### config.mk
export PLATFORM = sky130hd
export DESIGN_NAME = swp_gate
export DESIGN_NICKNAME = d
export VERILOG_FILES = /design/src/rtl/swp_pkg.sv /design/src/rtl/swp_cmd_match.sv /design/src/rtl/swp_fwd_stage.sv /design/src/rtl/swp_window_track.sv /design/src/rtl/swp_gate.sv
export SDC_FILE = /design/constraint.sdc
export NUM_CORES = 1
export LEC_CHECK = 0
export BUFFER_PORTS_ARGS = -buffer_cell sky130_fd_sc_hd__buf_2
export CORE_ASPECT_RATIO = 1.75
export CORE_MARGIN = 2
export CORE_UTILIZATION = 34
export DETAILED_ROUTE_END_ITERATION = 10
export GPL_ROUTABILITY_DRIVEN = 0
export PLACE_DENSITY = 0.69
export SLEW_MARGIN = 20
export SYNTH_ARGS = -nofsm -noshare
export SYNTH_HDL_FRONTEND = slang
export SYNTH_SLANG_ARGS = --single-unit
### constraint.sdc
create_clock -name clk_i -period 2.8 [get_ports clk_i]
set_clock_uncertainty 0.15 [all_clocks]
set_input_delay 0.14 -clock clk_i [delete_from_list [all_inputs] [get_ports clk_i]]
set_output_delay 0.14 -clock clk_i [all_outputs]
set_load 0.02 [all_outputs]
### src/rtl/swp_pkg.sv
package swp_pkg;

  typedef enum logic [2:0] {
    ST_IDLE = 3'd0,
    ST_K1   = 3'd1,
    ST_K2   = 3'd2,
    ST_D3   = 3'd3,
    ST_D4   = 3'd4,
    ST_D5   = 3'd5
  } seq_st_e;

  typedef struct packed {
    logic consume;
    logic en_hit;
    logic dis_hit;
  } cmd_hit_t;

endpackage

### src/rtl/swp_cmd_match.sv
module swp_cmd_match
  import swp_pkg::*;
#(
  parameter int unsigned ADDR_W = 16,
  parameter int unsigned DATA_W = 8,
  parameter logic [ADDR_W-1:0] ADDR_A = 16'h5555,
  parameter logic [ADDR_W-1:0] ADDR_B = 16'h2AAA,
  parameter logic [DATA_W-1:0] D_KEY1 = 8'hAA,
  parameter logic [DATA_W-1:0] D_KEY2 = 8'h55,
  parameter logic [DATA_W-1:0] D_EN   = 8'hA0,
  parameter logic [DATA_W-1:0] D_PRE  = 8'h80,
  parameter logic [DATA_W-1:0] D_DIS  = 8'h20
) (
  input  logic              clk_i,
  input  logic              rst_ni,
  input  logic              load_valid_i,
  input  logic [ADDR_W-1:0] load_addr_i,
  input  logic [DATA_W-1:0] load_data_i,
  input  logic              window_end_i,
  output cmd_hit_t          hit_o
);

  seq_st_e st_q, st_d;
  cmd_hit_t hit;

  logic at_a, at_b;
  logic w_key1, w_key2, w_en, w_pre, w_dis;

  assign at_a   = (load_addr_i == ADDR_A);
  assign at_b   = (load_addr_i == ADDR_B);
  assign w_key1 = at_a && (load_data_i == D_KEY1);
  assign w_key2 = at_b && (load_data_i == D_KEY2);
  assign w_en   = at_a && (load_data_i == D_EN);
  assign w_pre  = at_a && (load_data_i == D_PRE);
  assign w_dis  = at_a && (load_data_i == D_DIS);

  always_comb begin
    hit     = '0;
    st_d    = st_q;
    if (load_valid_i) begin
      unique case (st_q)
        ST_IDLE: if (w_key1) begin hit.consume = 1'b1; st_d = ST_K1; end
        ST_K1:   if (w_key2) begin hit.consume = 1'b1; st_d = ST_K2; end
        ST_K2: begin
          if (w_en) begin
            hit.consume = 1'b1;
            hit.en_hit  = 1'b1;
            st_d        = ST_IDLE;
          end else if (w_pre) begin
            hit.consume = 1'b1;
            st_d        = ST_D3;
          end
        end
        ST_D3:   if (w_key1) begin hit.consume = 1'b1; st_d = ST_D4; end
        ST_D4:   if (w_key2) begin hit.consume = 1'b1; st_d = ST_D5; end
        ST_D5: begin
          if (w_dis) begin
            hit.consume = 1'b1;
            hit.dis_hit = 1'b1;
            st_d        = ST_IDLE;
          end
        end
        default: st_d = ST_IDLE;
      endcase
      // any miss drops back to idle; the write stays data
      if (!hit.consume) st_d = ST_IDLE;
    end
    if (window_end_i) st_d = ST_IDLE;
  end

  always_ff @(posedge clk_i or negedge rst_ni) begin
    if (!rst_ni) st_q <= ST_IDLE;
    else         st_q <= st_d;
  end

  assign hit_o = hit;

  p_idle_after_end_r8: assert property (@(posedge clk_i) disable iff (!rst_ni)
    window_end_i |=> (st_q == ST_IDLE));

  p_miss_to_idle_r7: assert property (@(posedge clk_i) disable iff (!rst_ni)
    (load_valid_i && !hit_o.consume) |=> (st_q == ST_IDLE));

  p_single_hit_r3: assert property (@(posedge clk_i) disable iff (!rst_ni)
    !(hit_o.en_hit && hit_o.dis_hit));

endmodule

### src/rtl/swp_fwd_stage.sv
module swp_fwd_stage #(
  parameter int unsigned ADDR_W = 16,
  parameter int unsigned DATA_W = 8
) (
  input  logic              clk_i,
  input  logic              rst_ni,
  input  logic              pass_i,
  input  logic [ADDR_W-1:0] addr_i,
  input  logic [DATA_W-1:0] data_i,
  output logic              valid_o,
  output logic [ADDR_W-1:0] addr_o,
  output logic [DATA_W-1:0] data_o
);

  logic              valid_q;
  logic [ADDR_W-1:0] addr_q;
  logic [DATA_W-1:0] data_q;

  always_ff @(posedge clk_i or negedge rst_ni) begin
    if (!rst_ni) begin
      valid_q <= 1'b0;
      addr_q  <= '0;
      data_q  <= '0;
    end else begin
      valid_q <= pass_i;
      if (pass_i) begin
        addr_q <= addr_i;
        data_q <= data_i;
      end
    end
  end

  assign valid_o = valid_q;
  assign addr_o  = addr_q;
  assign data_o  = data_q;

  p_fwd_payload_r2: assert property (@(posedge clk_i) disable iff (!rst_ni)
    pass_i |=> (addr_o == $past(addr_i) && data_o == $past(data_i)));

endmodule

### src/rtl/swp_window_track.sv
module swp_window_track (
  input  logic clk_i,
  input  logic rst_ni,
  input  logic load_valid_i,
  input  logic data_ok_i,
  input  logic window_end_i,
  output logic cycle_start_o,
  output logic cycle_dummy_o
);

  logic wr_seen_q, data_seen_q;
  logic start_q, dummy_q;
  logic any_wr, any_data;

  // a write in the closing clock still counts for this window
  assign any_wr   = wr_seen_q | load_valid_i;
  assign any_data = data_seen_q | data_ok_i;

  always_ff @(posedge clk_i or negedge rst_ni) begin
    if (!rst_ni) begin
      wr_seen_q   <= 1'b0;
      data_seen_q <= 1'b0;
      start_q     <= 1'b0;
      dummy_q     <= 1'b0;
    end else if (window_end_i) begin
      wr_seen_q   <= 1'b0;
      data_seen_q <= 1'b0;
      start_q     <= any_wr;
      dummy_q     <= any_wr & ~any_data;
    end else begin
      wr_seen_q   <= any_wr;
      data_seen_q <= any_data;
      start_q     <= 1'b0;
      dummy_q     <= 1'b0;
    end
  end

  assign cycle_start_o = start_q;
  assign cycle_dummy_o = dummy_q;

  p_dummy_in_start_r5: assert property (@(posedge clk_i) disable iff (!rst_ni)
    cycle_dummy_o |-> cycle_start_o);

  p_start_after_end_r5: assert property (@(posedge clk_i) disable iff (!rst_ni)
    cycle_start_o |-> $past(window_end_i));

  p_data_is_real_r6: assert property (@(posedge clk_i) disable iff (!rst_ni)
    (window_end_i && data_ok_i) |=> (cycle_start_o && !cycle_dummy_o));

endmodule

### src/rtl/swp_gate.sv
module swp_gate
  import swp_pkg::*;
#(
  parameter int unsigned ADDR_W = 16,
  parameter int unsigned DATA_W = 8,
  parameter logic [ADDR_W-1:0] ADDR_A = 16'h5555,
  parameter logic [ADDR_W-1:0] ADDR_B = 16'h2AAA,
  parameter logic [DATA_W-1:0] D_KEY1 = 8'hAA,
  parameter logic [DATA_W-1:0] D_KEY2 = 8'h55,
  parameter logic [DATA_W-1:0] D_EN   = 8'hA0,
  parameter logic [DATA_W-1:0] D_PRE  = 8'h80,
  parameter logic [DATA_W-1:0] D_DIS  = 8'h20
) (
  input  logic              clk_i,
  input  logic              rst_ni,
  input  logic              load_valid_i,
  input  logic [ADDR_W-1:0] load_addr_i,
  input  logic [DATA_W-1:0] load_data_i,
  input  logic              window_end_i,
  output logic              fwd_valid_o,
  output logic [ADDR_W-1:0] fwd_addr_o,
  output logic [DATA_W-1:0] fwd_data_o,
  output logic              cycle_start_o,
  output logic              cycle_dummy_o,
  output logic              prot_on_o
);

  cmd_hit_t cmd_hit;
  logic     auth_q;
  logic     allowed, data_ok;

  // models the nonvolatile cell: cleared at delivery, untouched by reset
  logic prot_q = 1'b0;

  swp_cmd_match #(
    .ADDR_W(ADDR_W), .DATA_W(DATA_W),
    .ADDR_A(ADDR_A), .ADDR_B(ADDR_B),
    .D_KEY1(D_KEY1), .D_KEY2(D_KEY2),
    .D_EN(D_EN), .D_PRE(D_PRE), .D_DIS(D_DIS)
  ) u_match (
    .clk_i        (clk_i),
    .rst_ni       (rst_ni),
    .load_valid_i (load_valid_i),
    .load_addr_i  (load_addr_i),
    .load_data_i  (load_data_i),
    .window_end_i (window_end_i),
    .hit_o        (cmd_hit)
  );

  always_ff @(posedge clk_i) begin
    if (cmd_hit.en_hit)       prot_q <= 1'b1;
    else if (cmd_hit.dis_hit) prot_q <= 1'b0;
  end

  // prefix authorises the remainder of its own window only
  always_ff @(posedge clk_i or negedge rst_ni) begin
    if (!rst_ni)             auth_q <= 1'b0;
    else if (window_end_i)   auth_q <= 1'b0;
    else if (cmd_hit.en_hit) auth_q <= 1'b1;
  end

  assign allowed = ~prot_q | auth_q;
  assign data_ok = load_valid_i & ~cmd_hit.consume & allowed;

  swp_fwd_stage #(.ADDR_W(ADDR_W), .DATA_W(DATA_W)) u_fwd (
    .clk_i   (clk_i),
    .rst_ni  (rst_ni),
    .pass_i  (data_ok),
    .addr_i  (load_addr_i),
    .data_i  (load_data_i),
    .valid_o (fwd_valid_o),
    .addr_o  (fwd_addr_o),
    .data_o  (fwd_data_o)
  );

  swp_window_track u_win (
    .clk_i         (clk_i),
    .rst_ni        (rst_ni),
    .load_valid_i  (load_valid_i),
    .data_ok_i     (data_ok),
    .window_end_i  (window_end_i),
    .cycle_start_o (cycle_start_o),
    .cycle_dummy_o (cycle_dummy_o)
  );

  assign prot_on_o = prot_q;

  p_prot_set_r3: assert property (@(posedge clk_i) disable iff (!rst_ni)
    cmd_hit.en_hit |=> prot_on_o);

  p_prot_clr_r10: assert property (@(posedge clk_i) disable iff (!rst_ni)
    cmd_hit.dis_hit |=> !prot_on_o);

  p_cmd_not_fwd_r3: assert property (@(posedge clk_i) disable iff (!rst_ni)
    (load_valid_i && cmd_hit.consume) |=> !fwd_valid_o);

  p_locked_hold_r4: assert property (@(posedge clk_i) disable iff (!rst_ni)
    (load_valid_i && prot_q && !auth_q) |=> !fwd_valid_o);

  p_fwd_has_src_r2: assert property (@(posedge clk_i) disable iff (!rst_ni)
    fwd_valid_o |-> $past(load_valid_i));

endmodule

==> impl_summary.md <==
Clock network
CTS placed an instance of sky130_fd_sc_hd__clkbuf_8 at the clock tree root. The post-CTS resize count is 0. Clock-pin slew was measured on the worst setup and hold paths at 60 ps.

The later pin in the worst-skew pair is clocked with a latency of 290 ps. Buffers inserted during clock tree synthesis total 5. The TritonCTS clock tree is yes. For this design, the CTS-stage hold fixing added 26 buffers.

The number of buffers on the longest clock path is 2. The total setup buffers inserted after CTS is 0. Counting every sink on the clock net gives 34.

In this run the number of H-tree levels came out at 2.

Critical path
By startpoint and endpoint, the worst setup path is classified as in2reg. Data arrives at the worst endpoint at 2700 ps. The worst setup path is launched from a primary input. Along the worst path, the maximum fanout reaches 26. The critical path endpoint category is a register. The worst register-to-register path has a setup slack of 400 ps.

The data required time of the worst path is 2820 ps.

Cells and area
The fraction of final layout cells with drive strength greater than 1 is 42.2%. Compared with the post-synthesis result, the final layout area differs by 40.0%. Measured on the finished design, the core utilization comes to 49.2%. The antenna diode instance count is 0. The multi-input gate area in the final layout is 734 um2. The number of inserted filler cells in the final layout is 453. The flip-flop and latch area is 846 um2. The net count of the finished layout is 238.

Hold path
The type of the most critical hold path is in2reg.

Synthesis
The flip-flop cell with the highest count after synthesis is sky130_fd_sc_hd__dfrtp_1. The commonest cells after synthesis are sky130_fd_sc_hd__dfrtp_1, sky130_fd_sc_hd__mux2_4, sky130_fd_sc_hd__nand2_1. After synthesis the netlist holds a flip-flop and latch count of 34. The number of nets handed over by synthesis was 155. The netlist uses 37 different library cells. The most instantiated library cell after synthesis is sky130_fd_sc_hd__dfrtp_1. Yosys attributes the largest share of cell area to sky130_fd_sc_hd__dfrtp_1, sky130_fd_sc_hd__mux2_4, sky130_fd_sc_hd__mux2_2, sky130_fd_sc_hd__nand2_1, sky130_fd_sc_hd__nor2_1. The number of warning messages in the yosys log is 0.

For this run, the register share of the synthesized area comes to 52.0%. The count of flip-flops with a built-in enable after synthesis is 0. Summed over all instances, the cell type with the most area after synthesis is sky130_fd_sc_hd__dfrtp_1. In the synthesized netlist the async set-or-reset flop fraction comes to 97.1%. A synthesized cell averages 12.8 um2.

Synthesis produced a netlist whose cell count is 127. Summing every instance area after synthesis gives 1630 um2. The area share of the largest cell type after synthesis is 50.8%.

GRT
The via count of the first global-routing pass is 1,334. Global routing used 15.8% of the available met1 tracks. The maximum number of pins on one net before global-route repair is 34. The routing usage on met2 is 27.4%. The busiest layer in global routing is met2. The global-route wire length before repair is 6240 um.

The combined global-route utilization of all metal layers is 15.2%. For this run, global-route usage on met3 was measured as 3.80%. For this run the aggregate overflow at the end of global routing stands at 0. The initial antenna violation count is 0.

Placed design
The count of input and output buffers is 55. The HPWL after detailed placement is 2760 um.

Die
The number of top-level pins is 56. The floorplan has 33 rows. The y dimension of the die is 95.5 um.

The area enclosed by the die boundary is 5370 um2. For this configuration, the core starts out at a cell density of 35.1%. The width of the die is 56.3 um. The area of the core is 4620 um2.

Drt
The first-pass iteration count of the detailed router is 4. The remaining antenna violation count after routing is 0. The number of remaining DRC errors is 0. For this block, the initial DRC count from the detailed router was 17. After detailed routing, the average wire length per cell comes to 14.8 um. The number of vias per cell after detailed routing is 4.98. After detailed routing, the total wire length is 3900 um. The routed layout has 1,311 vias.

Power
IR analysis of the VDD net gives a maximum drop of 0.365 mV. The power per cell area is 509 nW/um2. The static leakage is 1.09 nW.

Run
The max-cap check violation count is 0.

STA
The worst-case hold slack is 62.5 ps. The final-report hold violation count is 0. Of the available clock period, the critical path in the final layout requires 95.9%. The count of final max-slew check failures is 0.

The post-route minimum period is 2680 ps. The setup TNS is 0 ps. The actual slew at the worst max-slew pin is 704 ps. Setup violations remaining at the end of the flow were counted as 0.

The relative slew slack is 53.1%. Setup repair after global routing left no endpoint under its margin. Based on the critical path, the design can be clocked at up to 372 MHz.

Outcome
The flow ran to the end, and the final reports show no timing, DRC or antenna violations.
routing by layer:
layer | routed length, um | share of wire [%]
met4 | 122 | 3.1
met5 | 0 | 0
met2 | 2070 | 53
met1 | 1510 | 39
met3 | 189 | 4.8
layout by cell type (no fill, tap or decap), types with 2 or more instances in the layout:
cell	Yosys	routed
sky130_fd_sc_hd__a21oi_1	2	2
sky130_fd_sc_hd__buf_2	0	55
sky130_fd_sc_hd__clkbuf_8	0	6
sky130_fd_sc_hd__dfrtp_1	33	33
sky130_fd_sc_hd__dlygate4sd3_1	0	26
sky130_fd_sc_hd__mux2_1	2	2
sky130_fd_sc_hd__mux2_2	4	4
sky130_fd_sc_hd__mux2_4	18	18
sky130_fd_sc_hd__nand2_1	12	12
sky130_fd_sc_hd__nand2b_1	3	3
sky130_fd_sc_hd__nand4_1	2	2
sky130_fd_sc_hd__nor2_1	9	9
sky130_fd_sc_hd__nor3_1	2	2
sky130_fd_sc_hd__nor3b_1	2	2
sky130_fd_sc_hd__nor4_1	2	2
sky130_fd_sc_hd__nor4b_1	3	3
sky130_fd_sc_hd__nor4bb_1	3	3
sky130_fd_sc_hd__o21ai_0	2	2
sky130_fd_sc_hd__or2_2	2	2
sky130_fd_sc_hd__or4_1	2	2
sky130_fd_sc_hd__xor2_1	2	2
kinds of logic (layout without fill, tap and decap cells):
family                 after synthesis  after routing  share of synthesized area, %
AND/OR/NAND/NOR                     53             53                          20.3
flip-flops                          34             34                          52.0
multiplexers                        24             24                          20.8
AO/OA/AOI/OAI                        8              8                          3.00
buffers and inverters                6             90                          2.77
XOR/XNOR                             2              2                          1.08
critical path: stages:
cell and delay (ps):
sky130_fd_sc_hd__dlygate4sd3_1 530, sky130_fd_sc_hd__buf_2 130, sky130_fd_sc_hd__nand4b_1 180, sky130_fd_sc_hd__or4b_1 500, sky130_fd_sc_hd__or4_1 500, sky130_fd_sc_hd__and4_4 350, sky130_fd_sc_hd__mux2_1 360
registers in the layout, indices dropped and copies added (netlist names):
register	cells
u_win.cycle_dummy_o	1
u_fwd.addr_o	16
auth_q	1
u_fwd.data_o	8
u_fwd.valid_o	1
u_win.wr_seen_q	1
prot_on_o	1
u_match.st_q	3
u_win.data_seen_q	1
u_win.cycle_start_o	1
final cells by class:
cell class / instances / area share [%]
Inverter: 1 / 0.165
Timing Repair Buffer: 81 / 23.5
Clock inverter: 1 / 0.220
Tap cell: 52 / 2.86
Sequential cell: 34 / 37.2
Clock buffer: 7 / 3.79
Multi-Input combinational cell: 87 / 32.3
metrics by stage:
step / power, mW / worst slack (ps) / instances / area, um2
floorplan: 0.683 / 526 / 127 / 1630
global placement: 0.767 / 412 / 229 / 1920
detailed placement: 0.769 / 353 / 229 / 1920
CTS: 1.17 / 108 / 263 / 2280
global route: 1.21 / 0.332 / 263 / 2280
finish: 1.16 / 115 / 263 / 2280
worst paths after layout:
kind / cells past startpoint / endpoint / start
worst min register to register: 1 / u_fwd.addr_o[1] / u_fwd.addr_o[1]
worst max register to register: 5 / u_fwd.addr_o[5] / u_match.st_q[0]
worst min-delay path: 3 / u_win.wr_seen_q / load_valid_i
min in group asynchronous: 2 / u_match.st_q[2] / rst_ni
max in group asynchronous: 2 / u_fwd.addr_o[1] / rst_ni
worst max-delay path: 7 / u_fwd.addr_o[1] / load_addr_i[14]
power by group:
part | internal (mW) | switching, mW | total [mW]
clock | 0.198 | 0.175 | 0.373
sequential | 0.530 | 0.0201 | 0.550
combinational | 0.117 | 0.119 | 0.236
total | 0.846 | 0.314 | 1.16
Power figures use the tool's default switching activity.
